File: src/rtl/spi_seq_pkg.sv
package spi_seq_pkg;

   localparam int CMD_W = 16;

   typedef enum logic [1:0] {
      LANE_X1  = 2'b00,
      LANE_X2  = 2'b01,
      LANE_X4  = 2'b10,
      LANE_RSV = 2'b11
   } lane_e;

   // Command word, most significant field first
   typedef struct packed {
      logic       nxt_en;   // [15] next-access delay enable
      logic       neg_en;   // [14] chip-select release delay enable
      logic       clk_en;   // [13] clock-to-data delay enable
      logic [1:0] presc;    // [12:11] prescale select
      logic       cpol;     // [10]
      logic       cpha;     // [9]
      logic       lsb;      // [8] least significant bit first
      logic [3:0] len;      // [7:4] data length code
      logic       keep;     // [3] hold chip select after segment
      logic       dir;      // [2] 1 = read in multi-lane mode
      lane_e      lane;     // [1:0]
   } cmd_t;

   typedef enum logic [2:0] {
      S_IDLE,
      S_LOAD,
      S_ISSUE,
      S_WAIT,
      S_ADV
   } seq_state_e;

endpackage

File: src/rtl/spi_seq_cmd_sel.sv
module spi_seq_cmd_sel
   import spi_seq_pkg::*;
#(
   parameter int NUM_CMD = 4,
   parameter int PTR_W   = 3,
   parameter int MULT_W  = 32,
   parameter int DLY_W   = 3
) (
   input  logic [NUM_CMD*CMD_W-1:0]  cmd_table,
   input  logic [NUM_CMD*MULT_W-1:0] mult_table,
   input  logic [PTR_W-1:0]          ptr,
   input  logic [DLY_W-1:0]          lead_set,
   input  logic [DLY_W-1:0]          lag_set,
   input  logic [DLY_W-1:0]          gap_set,
   output cmd_t                      cur_cmd,
   output logic [MULT_W-1:0]         cur_mult,
   output logic                      multi_rd,
   output logic                      multi_wr,
   output logic [DLY_W-1:0]          lead_dly,
   output logic [DLY_W-1:0]          lag_dly,
   output logic [DLY_W-1:0]          gap_dly
);

   localparam int N_DLY = 3;

   cmd_t              cmd_arr  [NUM_CMD];
   logic [MULT_W-1:0] mult_arr [NUM_CMD];

   for (genvar g = 0; g < NUM_CMD; g++) begin : g_unpack
      assign cmd_arr[g]  = cmd_t'(cmd_table[g*CMD_W +: CMD_W]);
      assign mult_arr[g] = mult_table[g*MULT_W +: MULT_W];
   end

   always_comb begin
      cur_cmd  = '0;
      cur_mult = '0;
      for (int i = 0; i < NUM_CMD; i++) begin
         if (ptr == PTR_W'(i)) begin
            cur_cmd  = cmd_arr[i];
            cur_mult = mult_arr[i];
         end
      end
   end

   assign multi_rd = (cur_cmd.lane != LANE_X1) &&  cur_cmd.dir;
   assign multi_wr = (cur_cmd.lane != LANE_X1) && !cur_cmd.dir;

   logic [DLY_W-1:0] set_arr [N_DLY];
   logic [DLY_W-1:0] eff_arr [N_DLY];
   logic [N_DLY-1:0] en_vec;

   assign set_arr[0] = lead_set;
   assign set_arr[1] = lag_set;
   assign set_arr[2] = gap_set;
   assign en_vec     = {cur_cmd.nxt_en, cur_cmd.neg_en, cur_cmd.clk_en};

   for (genvar g = 0; g < N_DLY; g++) begin : g_dly
      assign eff_arr[g] = en_vec[g] ? set_arr[g] : '0;
   end

   assign lead_dly = eff_arr[0];
   assign lag_dly  = eff_arr[1];
   assign gap_dly  = eff_arr[2];

endmodule

File: src/rtl/spi_seq_frame_ctr.sv
module spi_seq_frame_ctr #(
   parameter int MULT_W = 32
) (
   input  logic              clk,
   input  logic              rst_n,
   input  logic              load,
   input  logic [MULT_W-1:0] load_val,
   input  logic              dec,
   output logic              last
);

   logic [MULT_W-1:0] cnt_q;

   always_ff @(posedge clk or negedge rst_n) begin
      if (!rst_n) begin
         cnt_q <= '0;
      end else if (load) begin
         cnt_q <= load_val;
      end else if (dec) begin
         cnt_q <= cnt_q - MULT_W'(1);
      end
   end

   assign last = (cnt_q == MULT_W'(1));

endmodule

File: src/rtl/spi_cmd_seq.sv
module spi_cmd_seq
   import spi_seq_pkg::*;
#(
   parameter int NUM_CMD = 4,
   parameter int PTR_W   = 3,
   parameter int MULT_W  = 32,
   parameter int DLY_W   = 3
) (
   input  logic                      clk,
   input  logic                      rst_n,
   input  logic                      start,
   input  logic [NUM_CMD*16-1:0]     cmd_table,
   input  logic [NUM_CMD*MULT_W-1:0] mult_table,
   input  logic [PTR_W-1:0]          seq_last,
   input  logic [DLY_W-1:0]          lead_set,
   input  logic [DLY_W-1:0]          lag_set,
   input  logic [DLY_W-1:0]          gap_set,
   input  logic                      frame_done,
   output logic [PTR_W-1:0]          cmd_ptr,
   output logic                      busy,
   output logic                      done,
   output logic                      frame_start,
   output logic                      cs_active,
   output logic [15:0]               act_cmd,
   output logic [1:0]                lane_mode,
   output logic                      multi_rd,
   output logic                      multi_wr,
   output logic [DLY_W-1:0]          lead_dly,
   output logic [DLY_W-1:0]          lag_dly,
   output logic [DLY_W-1:0]          gap_dly
);

   localparam logic [PTR_W-1:0] MAX_IDX = PTR_W'(NUM_CMD - 1);

   if (NUM_CMD < 1 || NUM_CMD > (1 << PTR_W)) begin : g_bad_num_cmd
      $error("NUM_CMD must lie between 1 and 2**PTR_W");
   end
   if (MULT_W < 1 || DLY_W < 1) begin : g_bad_width
      $error("MULT_W and DLY_W must be positive");
   end
   if (CMD_W != 16) begin : g_bad_cmd_w
      $error("command word must be 16 bits");
   end

   seq_state_e        state_q;
   logic [PTR_W-1:0]  ptr_q;
   logic              cs_q;
   logic              done_q;
   logic [PTR_W-1:0]  last_idx;
   cmd_t              cur_cmd;
   logic [MULT_W-1:0] cur_mult;
   logic              ctr_last;

   assign last_idx = (seq_last > MAX_IDX) ? MAX_IDX : seq_last;

   spi_seq_cmd_sel #(
      .NUM_CMD (NUM_CMD),
      .PTR_W   (PTR_W),
      .MULT_W  (MULT_W),
      .DLY_W   (DLY_W)
   ) u_sel (
      .cmd_table  (cmd_table),
      .mult_table (mult_table),
      .ptr        (ptr_q),
      .lead_set   (lead_set),
      .lag_set    (lag_set),
      .gap_set    (gap_set),
      .cur_cmd    (cur_cmd),
      .cur_mult   (cur_mult),
      .multi_rd   (multi_rd),
      .multi_wr   (multi_wr),
      .lead_dly   (lead_dly),
      .lag_dly    (lag_dly),
      .gap_dly    (gap_dly)
   );

   spi_seq_frame_ctr #(
      .MULT_W (MULT_W)
   ) u_ctr (
      .clk      (clk),
      .rst_n    (rst_n),
      .load     (state_q == S_LOAD),
      .load_val (cur_mult),
      .dec      ((state_q == S_WAIT) && frame_done),
      .last     (ctr_last)
   );

   always_ff @(posedge clk or negedge rst_n) begin
      if (!rst_n) begin
         state_q <= S_IDLE;
         ptr_q   <= '0;
         cs_q    <= 1'b0;
         done_q  <= 1'b0;
      end else begin
         done_q <= 1'b0;
         case (state_q)
            S_IDLE: begin
               if (start) begin
                  state_q <= S_LOAD;
                  ptr_q   <= '0;
               end
            end
            S_LOAD: begin
               if (cur_mult == '0) begin
                  state_q <= S_ADV;
               end else begin
                  state_q <= S_ISSUE;
                  cs_q    <= 1'b1;
               end
            end
            S_ISSUE: state_q <= S_WAIT;
            S_WAIT: begin
               if (frame_done) begin
                  state_q <= ctr_last ? S_ADV : S_ISSUE;
               end
            end
            S_ADV: begin
               if (ptr_q == last_idx) begin
                  state_q <= S_IDLE;
                  ptr_q   <= '0;
                  cs_q    <= 1'b0;
                  done_q  <= 1'b1;
               end else begin
                  state_q <= S_LOAD;
                  ptr_q   <= ptr_q + PTR_W'(1);
                  if (!cur_cmd.keep) begin
                     cs_q <= 1'b0;
                  end
               end
            end
            default: state_q <= S_IDLE;
         endcase
      end
   end

   assign cmd_ptr     = ptr_q;
   assign busy        = (state_q != S_IDLE);
   assign done        = done_q;
   assign frame_start = (state_q == S_ISSUE);
   assign cs_active   = cs_q;
   assign act_cmd     = cur_cmd;
   assign lane_mode   = cur_cmd.lane;

endmodule

File: config.mk
export PLATFORM = sky130hd
export DESIGN_NAME = spi_cmd_seq
export DESIGN_NICKNAME = d
export VERILOG_FILES = /design/src/rtl/spi_seq_pkg.sv /design/src/rtl/spi_seq_cmd_sel.sv /design/src/rtl/spi_seq_frame_ctr.sv /design/src/rtl/spi_cmd_seq.sv
export SDC_FILE = /design/constraint.sdc
export NUM_CORES = 1
export LEC_CHECK = 0
export ABC_AREA = 1
export BUFFER_PORTS_ARGS = -buffer_cell sky130_fd_sc_hd__buf_2
export CORE_MARGIN = 10
export CORE_UTILIZATION = 45
export CTS_BUF_LIST = sky130_fd_sc_hd__clkbuf_16
export DETAILED_ROUTE_END_ITERATION = 10
export GPL_TIMING_DRIVEN = 0
export HOLD_SLACK_MARGIN = 0.12
export PLACE_DENSITY = 0.92
export SYNTH_ARGS = -nofsm -noshare
export SYNTH_HDL_FRONTEND = slang
export SYNTH_HIERARCHICAL = 1
export SYNTH_SLANG_ARGS = --single-unit
File: constraint.sdc
create_clock -name clk -period 2.5 [get_ports clk]
set_clock_uncertainty 0.1 [all_clocks]
set_input_delay 0.125 -clock clk [delete_from_list [all_inputs] [get_ports clk]]
set_output_delay 0.125 -clock clk [all_outputs]
set_load 0.05 [all_outputs]
---- Yosys cells after proc, flatten, opt, wreduce, memory -nomap -nowiden ----
Index checks and enable logic that the tools add are counted.
word-level totals
  output and inout port bits .............. 36
  bits in registers ....................... 40
operators by class
  magnitude comparators ................... 1
  $add $sub $neg .......................... 2
  reduce and logical (&&, ||, !) cells .... 15
  mux-type cells .......................... 29
  equal/unequal tests ..................... 13
operators by type and width
  kind                     number
  $mux W32                 6
  $mux W16                 4
  $eq A32 B1 Y1 const B    1
  $logic_not A32 Y1        1
  $sub A32 B1 Y32 const B  1
  $mux W3                  10
  $pmux W3 S5              1
  $eq A3 B2 Y1 const B     4
  $reduce_bool A2 Y1       4
  $eq A3 B1 Y1 const B     2
  $logic_not A3 Y1         2
  $mux W1                  6
  $ne A2 B2 Y1 const B     3
  $pmux W3 S2              1
  $reduce_and A2 Y1        2
  $add A3 B1 Y3 const B    1
  $eq A3 B3 Y1             1
  $eq A3 B3 Y1 const B     1
  $gt A3 B2 Y1 const B     1
  $logic_and A1 B1 Y1      3
  $ne A3 B3 Y1 const B     1
  $reduce_and A3 Y1        1
  $reduce_bool A3 Y1       1
  $pmux W1 S2              1
  $logic_not A1 Y1         1

---- Depth between registers and ports, before layout ----
Gate-level depths: netlist (run 1).
  depth after elaboration ................. 8
  gate-level depth with buffers ........... 14
  depth with buffers taken out ............ 13

---- Cells and area by module ----
The synthesis (run 1) kept the hierarchy.
modules (own cells, without submodules)
  module             seq. area each (um2)  cells an instance  times used  area each (um2)
  spi_seq_frame_ctr  800.8                 330                1           2,252.2
  spi_seq_cmd_sel    0.0                   305                1           1,333.8
  spi_cmd_seq        200.2                 92                 1           595.6

---- Worst setup path before layout (run 1) ----
Ideal clock, no wire load.
  path type ............................... register to output
  start point ............................. register ptr_q[0], in the netlist cmd_ptr[0]
  end point ............................... output port multi_wr
  cell stages (with the launch flop) ...... 7
  arrival time ............................ 2.711 ns
  setup slack ............................. -0.436 ns
  data required time ...................... 2.275 ns
  path buffers ............................ 0
  cells stage by stage .................... dfrtp_1 inv_2 nand2_1 nor2_4 nand2_1 nand4_1 a21oi_1
on the way
  longest elaborated chain between the ends .. 7
RTL lines
  what                    line                   text
  start, declared         spi_cmd_seq.sv:46      logic [PTR_W-1:0] ptr_q;
  start signal, assigned  spi_cmd_seq.sv:125     ptr_q <= ptr_q + PTR_W'(1);
  $logic_not A3 Y1        spi_seq_cmd_sel.sv:38  if (ptr == PTR_W'(i)) begin
  $mux W16 (3 in series)  spi_seq_cmd_sel.sv:38
  $mux W16 *              spi_seq_cmd_sel.sv:38
  named net act_cmd[2]    spi_cmd_seq.sv:24      output logic [15:0] act_cmd,
  $logic_not A1 Y1 *      spi_seq_cmd_sel.sv:46  assign multi_wr = (cur_cmd.lane != LANE_X1) && !cur_cmd.dir;
  $logic_and A1 B1 Y1 *   spi_seq_cmd_sel.sv:46
  end, declared           spi_cmd_seq.sv:27      output logic multi_wr,
Mark *: on every way through the listed nets, which the timed path passes. The rest lies on a longest branch.

---- Worst setup path after layout (run 1) ----
  start point ............................. register ptr_q[1], in the netlist cmd_ptr[1]
  end point ............................... register state_q[1]
on the way
  longest elaborated chain between the ends .. 8
RTL lines
  what                    line                   text
  $logic_not A3 Y1        spi_seq_cmd_sel.sv:38
  $mux W32 (3 in series)  spi_seq_cmd_sel.sv:38
  $mux W32 *              spi_seq_cmd_sel.sv:38
  named net cur_mult[3]   spi_cmd_seq.sv:51      logic [MULT_W-1:0] cur_mult;
  $logic_not A32 Y1 *     spi_cmd_seq.sv:104     if (cur_mult == '0) begin
  $mux W3 *               spi_cmd_seq.sv:104
  $pmux W3 S5 *           spi_cmd_seq.sv:96      case (state_q)
  end signal, assigned    spi_cmd_seq.sv:114     state_q <= ctr_last ? S_ADV : S_ISSUE;
  end, declared           spi_cmd_seq.sv:45      seq_state_e state_q;
Marked as above.
A chain may end at the register's enable or synchronous reset.

==> impl_results.md, run 1 <==
- Max-slew violation count: 0
- XOR/XNOR Fraction of Synth Area: 0.02513
- Status: finished with violations
- Post-Synthesis Cells: 727
- CP most frequent cell: nand2_1
- Power share of the sequential group: 0.273
- Initial DRC Count: 602
- Post-synth top area share: 0.2657
- Met1 Use GR: 0.3367
- Root Buffer: clkbuf_16
- Clock Sinks: 40
- H-tree depth: 2
- Top Usage Layer GRT: met2
- Max-Cap Viols: 0
- Vias per cell: 5.476
- Global-route met3 utilization: 0.09399
- Post-synth top flop: dfrtp_1
- Max_slew headroom: 0.3964
- Overall routing resource usage: 0.2778
- Peak VDD IR: 0.4476 mV
- Failing checks: setup timing
- Slowest CP cell: dfrtp_2
- Largest family of logic cells by synthesized area: simple AND/OR/NAND/NOR gates
- Delay-heaviest family, CP: simple AND/OR/NAND/NOR gates
- Final Cycle Share: 1.001
- PortBufs: 243
- Nets: 1,197
- Worst setup EP type: register
- Multi-input gate area: 2845 um2
- Synth unique cells: 34
- Setup ws final: -0.003413 ns
- Std-Cell Rows: 35
- Syn Area/Cell: 5.752 um2
- Data arrival, critical path: 2.57 ns
- Switching pwr: 2.294 mW
- Adder-Cell Fraction of Synth Area: 0.008977
- Multiplexer area fraction after synthesis: 0
- Clock-pin transition on the worst setup and hold timing paths: 0.06 ns
- Synthesized area: 4182 um2
- Req. time, crit path: 2.57 ns
- GRT overflow: 0
- Die ar.: 13,550 um2
- Register area: 1005 um2
- Synth Register Bits: 40
- Syn-to-layout area delta: 39.77%
- DRC violations left: 0
- Worst slack, placed: -0.01771 ns
- Bufs and invs on worst path: 3
- Hold/Removal Path Class: input pin to register
- Met2 usage: 0.4563
- Num ports: 244
- Synth area leader: nand2_1
- Die W: 116.4 um
- Vias in the first global route: 5,635
- PwrDens: 777.3 nW/um2
- Seq/Total Area, Yosys: 0.2394
- Comb pwr share: 0.568
- First-pass GRT wire length: 29.70 mm
- Total chip power: 4.543 mW
- Fillers: 819
- Gpl congestion: 0.9918
- Fin crit period: 2.503 ns
- Leakage power: 3.096 nW
- Total routed wirelength: 19.68 mm
- Async S/R FF share, synth: 1.000
- Tightest Pin Transition: 0.9055 ns
- Most area-consuming cells after synthesis: nand2_1 (27%), dfrtp_1 (24%), nor2_1 (9.4%)
- Max Freq: 399.5 MHz
- Core region area: 9153 um2
- CP Max Fanout: 10
- CP Launch Type: register
- Setup CP Type: register to register
- DR pass1 iterations: 6
- Power Internal: 2.249 mW
- Worst-skew pair later-pin latency: 0.28 ns
- Hold Fails Final Rpt: 0
- Largest net degree at the start of global routing: 41
- Sw Ratio: 0.5050
- CTS buffer count: 5
- Ys Warns: 6
- Initial core utilization: 0.4569
- Mean routed wirelength per cell: 17.88 um
- Post-synthesis simple-gate area fraction: 0.5395
- Vias: 6,029
- Final HPWL DP: 16.21 mm
- Crit-path max cell delay: 0.45 ns
- Antenna violations before repair: 4
- Final Util: 0.6386
- RSZ-0062 raised after global routing: true
- Maximum clock path buffer count: 2
- Layout cells sized above 1: 0.3242
- TritonCTS clock tree: done
- Final setup fails: 1
- CP cell instances: buf_4, nand3_4, inv_2, buf_2, nand2_1, nand4_1, nor2_1, nand2_1, nor2_4, nand2_1, o21ai_2, nand2_1, nand2_1, nand2_1
- Height of the die: 116.4 um
- Routed Antenna Nets: 0
- Number of synthesized flops with an enable pin: 0
- Complex-gate fraction of the synthesized area: 0.09725
- Worst hold slack: 0.1271 ns
- Clock power frac: 0.159
- Mapped Nets: 938
[stage by stage]
step | cells | TNS [ns] | instance area [um2]
6_report | 1101 | -0.003413 | 5844
2_1_floorplan | 727 | 0 | 4195
4_1_cts | 1092 | 0 | 5751
5_1_grt | 1099 | -0.3953 | 5839
3_3_place_gp | 1081 | 0 | 5550
3_5_place_dp | 1081 | -0.01771 | 5550
[cell usage after synthesis (2+ instances only)]
| cell | number |
|---|---|
| nor2_2 | 5 |
| inv_1 | 52 |
| o211ai_1 | 4 |
| o21bai_1 | 8 |
| buf_2 | 21 |
| nand2_2 | 3 |
| nor3_2 | 2 |
| o21ai_0 | 11 |
| nor2_1 | 105 |
| xnor2_1 | 4 |
| nor2_4 | 4 |
| nand3_2 | 4 |
| clkbuf_1 | 3 |
| xor2_1 | 8 |
| ha_1 | 3 |
| dfrtp_1 | 40 |
| nand3_1 | 43 |
| a22oi_1 | 22 |
| nand4_1 | 51 |
| buf_4 | 3 |
| inv_2 | 10 |
| nor3_1 | 4 |
| a21oi_1 | 5 |
| nand2_1 | 296 |
| o221ai_1 | 2 |
| o21ai_1 | 6 |
[cells by family after synthesis]
group	Yosys count
AND/OR/NAND/NOR	521
buffers and inverters	90
AO/OA/AOI/OAI	61
flip-flops	40
XOR/XNOR	12
adder cells (fa/ha/maj)	3
[metal layers]
layer | part of all wire | vias to the layer above | wire length [um]
met5 | 0.00056 | - | 11
met4 | 0.026 | 2 | 520
met3 | 0.14 | 50 | 2719
met2 | 0.46 | 407 | 9015
met1 | 0.38 | 2688 | 7414
li1 | - | 2882 | -
[power groups by stage]
stage / Combinational, mW / Clock, mW / Sequential (mW)
after floorplan: 1.84 / 0 / 1.15
after global placement: 2.45 / 0 / 1.23
after detailed placement: 2.51 / 0 / 1.23
after CTS: 2.52 / 0.724 / 1.23
after global routing: 2.87 / 0.752 / 1.27
final: 2.58 / 0.720 / 1.24
[state kept, by name, indices dropped and copies added (netlist names)]
signal,cells
cmd_ptr,3
cs_active,1
state_q,3
done,1
u_ctr/cnt_q,32
[layout by cell type (no fill, tap or decap), drive strengths merged]
master / count
a21boi: 1
o221ai: 2
xor2: 8
nand2: 300
buf: 272
dlygate4sd3: 3
clkbuf: 9
a22oi: 22
nor4: 1
clkinv: 3
clkinvlp: 1
ha: 3
xnor2: 4
bufinv: 1
nand3: 47
nor2: 114
diode: 3
a21oi: 5
o21ai: 18
nand4: 51
o21a: 1
o21bai: 8
nor3b: 1
dfrtp: 40
o211ai: 4
nor3: 7
inv: 61
[worst paths after layout]
| path | startpoint | endpoint | slack [ns] | depth (start not counted) |
|---|---|---|---|---|
| min in group asynchronous | rst_n | u_ctr/cnt_q[16] | 0.43 | 2 |
| hold reg to reg | cs_active | cs_active | 0.44 | 2 |
| hold / removal | mult_table[61] | u_ctr/cnt_q[29] | 0.13 | 5 |
| setup reg to reg | cmd_ptr[1] | state_q[1] | -0.003 | 14 |
| max in group asynchronous | rst_n | cmd_ptr[0] | 1.25 | 2 |
| setup / recovery | cmd_ptr[1] | state_q[1] | -0.003 | 14 |
[timing repair]
| action | CTS | global route |
|---|---|---|
| setup endpoints to repair | 1 | 18 |
| gates resized for setup | 3 | 7 |
| pin swaps | 0 | 3 |
| cloned | 0 | 0 |
| endpoints found under the hold margin | 43 | 0 |
| hold buffers | 3 | 0 |
| buffers inserted | 0 | 6 |
[tightest hold or removal path, stage by stage]
cell,delay [ns]
buf_2,0.08
nand2_1,0.04
nand4_1,0.08
a22oi_1,0.09
nand2_1,0.06
[cell type report]
type	count	share of cell area
Antenna cell	3	0.001285
Buffer	27	0.02376
Clock buffer	5	0.02141
Clock inverter	3	0.006423
Inverter	63	0.04110
Multi-Input combinational cell	597	0.4868
Sequential cell	40	0.1719
Tap cell	111	0.02376
Timing Repair Buffer	252	0.2235
(Power assumes the default switching activity.)
==> inputs of run 2 (changes only) <==
--- a/config.mk
+++ b/config.mk
@@ -9,11 +9,12 @@
 export BUFFER_PORTS_ARGS = -buffer_cell sky130_fd_sc_hd__buf_2
 export CORE_MARGIN = 10
 export CORE_UTILIZATION = 45
-export CTS_BUF_LIST = sky130_fd_sc_hd__clkbuf_16
+export CTS_BUF_LIST = sky130_fd_sc_hd__clkbuf_8
 export DETAILED_ROUTE_END_ITERATION = 10
 export GPL_TIMING_DRIVEN = 0
 export HOLD_SLACK_MARGIN = 0.12
 export PLACE_DENSITY = 0.92
+export SKIP_CTS_REPAIR_TIMING = 1
 export SYNTH_ARGS = -nofsm -noshare
 export SYNTH_HDL_FRONTEND = slang
 export SYNTH_HIERARCHICAL = 1
==> run 2 against run 1 <==
  * The flow now finishes without violations
  * Final area is 0.88% lower
  * Critical path type unchanged
  * Setup slack better by 0.014 ns
  * Routed wire length is 0.39% lower
  * Clock power is 18% lower
  * Total power is 2.9% lower
==> impl_results.md, run 2 (synthesis results as in run 1) <==
- GRT overflow: 0 (unchanged)
- Final setup fails: 0 (-1)
- CP Launch Type: register
- PortBufs: 243 (unchanged)
- Met1 Use GR: 0.3364 (about the same)
- Status: complete, no violations
- Hold/Removal Path Class: input pin to register
- Vias per cell: 5.414 (-1.1%)
- Antenna violations before repair: 4 (unchanged)
- Setup ws final: 0.01034 ns (+0.01375 ns)
- Core region area: 9153 um2 (unchanged)
- Initial core utilization: 0.4569 (unchanged)
- Leakage power: 3.078 nW (-0.60%)
- WHS Path Cells: 5 (unchanged)
- Worst slack, placed: -0.01771 ns (unchanged)
- Clock-pin transition on the worst setup and hold timing paths: 0.09 ns (+0.03 ns)
- Vias: 5,955 (-1.2%)
- Initial DRC Count: 582 (-3.3%)
- R2R Path End: state_q[1]
- Largest register by flop count: u_ctr/cnt_q
- Commonest non-fill, non-tap cell in the layout: nand2_1
- Worst r2r path cells: 14 (unchanged)
- Worst Min Path Start: mult_table[61]
- Worst hold slack: 0.1185 ns (-0.008613 ns)
- Max Freq: 401.7 MHz (+0.55%)
- Std-Cell Rows: 35 (unchanged)
- Gpl congestion: 0.9918 (unchanged)
- Die ar.: 13,550 um2 (unchanged)
- PwrDens: 761.2 nW/um2 (-2.1%)
- Global-route met3 utilization: 0.08937 (-0.004622)
- Num ports: 244 (unchanged)
- Tightest Pin Transition: 0.9141 ns (+0.008603 ns)
- TritonCTS clock tree: done
- Worst-skew pair later-pin latency: 0.29 ns (about the same)
- Crit Reg-Reg Startpoint: cmd_ptr[1]
- Layout cells sized above 1: 0.3245 (+0.0003288)
- Height of the die: 116.4 um (unchanged)
- Largest net degree at the start of global routing: 41 (unchanged)
- Clock Sinks: 40 (unchanged)
- Total negative slack: 0 ns (+0.003413 ns)
- Data arrival, critical path: 2.57 ns (about the same)
- Max reg flops: 32 (unchanged)
- H-tree depth: 2 (unchanged)
- Max_slew headroom: 0.3906 (-0.005735)
- DR pass1 iterations: 5 (-1)
- Met2 usage: 0.4427 (-0.01357)
- Fin crit period: 2.490 ns (-0.01375 ns)
- Mean routed wirelength per cell: 17.82 um (-0.30%)
- CP Max Fanout: 10 (unchanged)
- Final HPWL DP: 16.21 mm (unchanged)
- Final Cycle Share: 0.9959 (-0.005499)
- Nets: 1,196 (-0.084%)
- Setup CP Type: register to register
- Register-to-register setup slack: 0.01 ns (about the same)
- RSZ-0062 raised after global routing: true
- Die W: 116.4 um (unchanged)
- Syn-to-layout area delta: 38.54%
- Vias in the first global route: 5,576 (-1.0%)
- Root Buffer: clkbuf_8
- DRC violations left: 0 (unchanged)
- Worst setup EP type: register
- Maximum clock path buffer count: 2 (unchanged)
- Worst-case hold path end point: u_ctr/cnt_q[29]
- Hold Fails Final Rpt: 0 (unchanged)
- Final Util: 0.6329 (-0.005605)
- Max-Cap Viols: 0 (unchanged)
- Total chip power: 4.410 mW (-2.9%)
- Routed Antenna Nets: 0 (unchanged)
- Overall routing resource usage: 0.2748 (-0.003004)
- Top Usage Layer GRT: met2
- Most frequent cells in the layout: nand2_1 (296), buf_2 (263), nor2_1 (103)
- Peak VDD IR: 0.4373 mV (-2.3%)
- Req. time, crit path: 2.58 ns (about the same)
- Total routed wirelength: 19.60 mm (-0.39%)
- First-pass GRT wire length: 29.28 mm (-1.4%)
- CTS buffer count: 5 (unchanged)
- Max-slew violation count: 0 (unchanged)
- Fillers: 845 (+3.2%)
==> run 2: cell types whose count changed in the layout (fill, tap and decap cells not counted), sizes merged <==
| cell | change |
|---|---|
| clkbuf | +2 |
| clkinv | -2 |
| buf | -1 |
==> run 2: critical path, stage by stage, from the launching register on <==
cell and delay [ns]:
dfrtp_2 0.46, buf_4 0.21, nand3_4 0.14, inv_2 0.10, buf_2 0.21, nand2_1 0.08, nand4_1 0.22, nor2_1 0.16
nand2_1 0.07, nor2_2 0.18, nand2_1 0.11, o21ai_2 0.15, nand2_1 0.08, nand2_1 0.06, nand2_1 0.04
==> run 2: how the worst max path moves through the flow <==
| stage | from | to | slack (ns) | cells past startpoint |
|---|---|---|---|---|
| 2_1_floorplan | cmd_ptr[1] | multi_wr | 0.03 | 6 |
| 3_3_place_gp | cmd_ptr[1] | state_q[1] | 0.03 | 14 |
| 3_5_place_dp | cmd_ptr[1] | state_q[1] | -0.02 | 14 |
| 4_1_cts | cmd_ptr[1] | state_q[1] | -0.05 | 14 |
| 5_1_grt | cmd_ptr[1] | state_q[1] | -0.09 | 14 |
| 6_report | cmd_ptr[1] | state_q[1] | 0.01 | 14 |
==> run 2: per-stage QoR <==
step                      cell area (um2)  instances
after global routing                 5791       1099
after CTS                            5677       1089
after global placement               5550       1081
after detailed placement             5550       1081
after floorplan                      4195        727
final                                5793       1100
==> run 2: per-layer routing <==
metal  up-vias  routed length [um]
met5         -                  11
li1       2878                   -
met4         2                 497
met3        46                2802
met2       387                8916
met1      2642                7376
==> run 2: area by class of cell <==
| class | instances | area, um2 | share of cell area |
|---|---|---|---|
| well taps | 111 | 138.9 | 0.02397 |
| clock inverters | 1 | 30.03 | 0.005184 |
| plain buffers | 27 | 138.9 | 0.02397 |
| clock buffers | 7 | 96.34 | 0.01663 |
| flip-flops and latches | 40 | 1005 | 0.1734 |
| diodes | 3 | 7.507 | 0.001296 |
| inverters | 63 | 240.2 | 0.04147 |
| repair buffers | 251 | 1299 | 0.2242 |
| multi-input cells | 597 | 2838 | 0.4898 |
==> run 2: power breakdown <==
| group | total (mW) | internal [mW] | leakage [nW] | switching, mW |
|---|---|---|---|---|
| clock | 0.594 | 0.353 | 0.0645 | 0.241 |
| sequential | 1.24 | 0.910 | 0.498 | 0.326 |
| combinational | 2.58 | 0.871 | 2.52 | 1.71 |
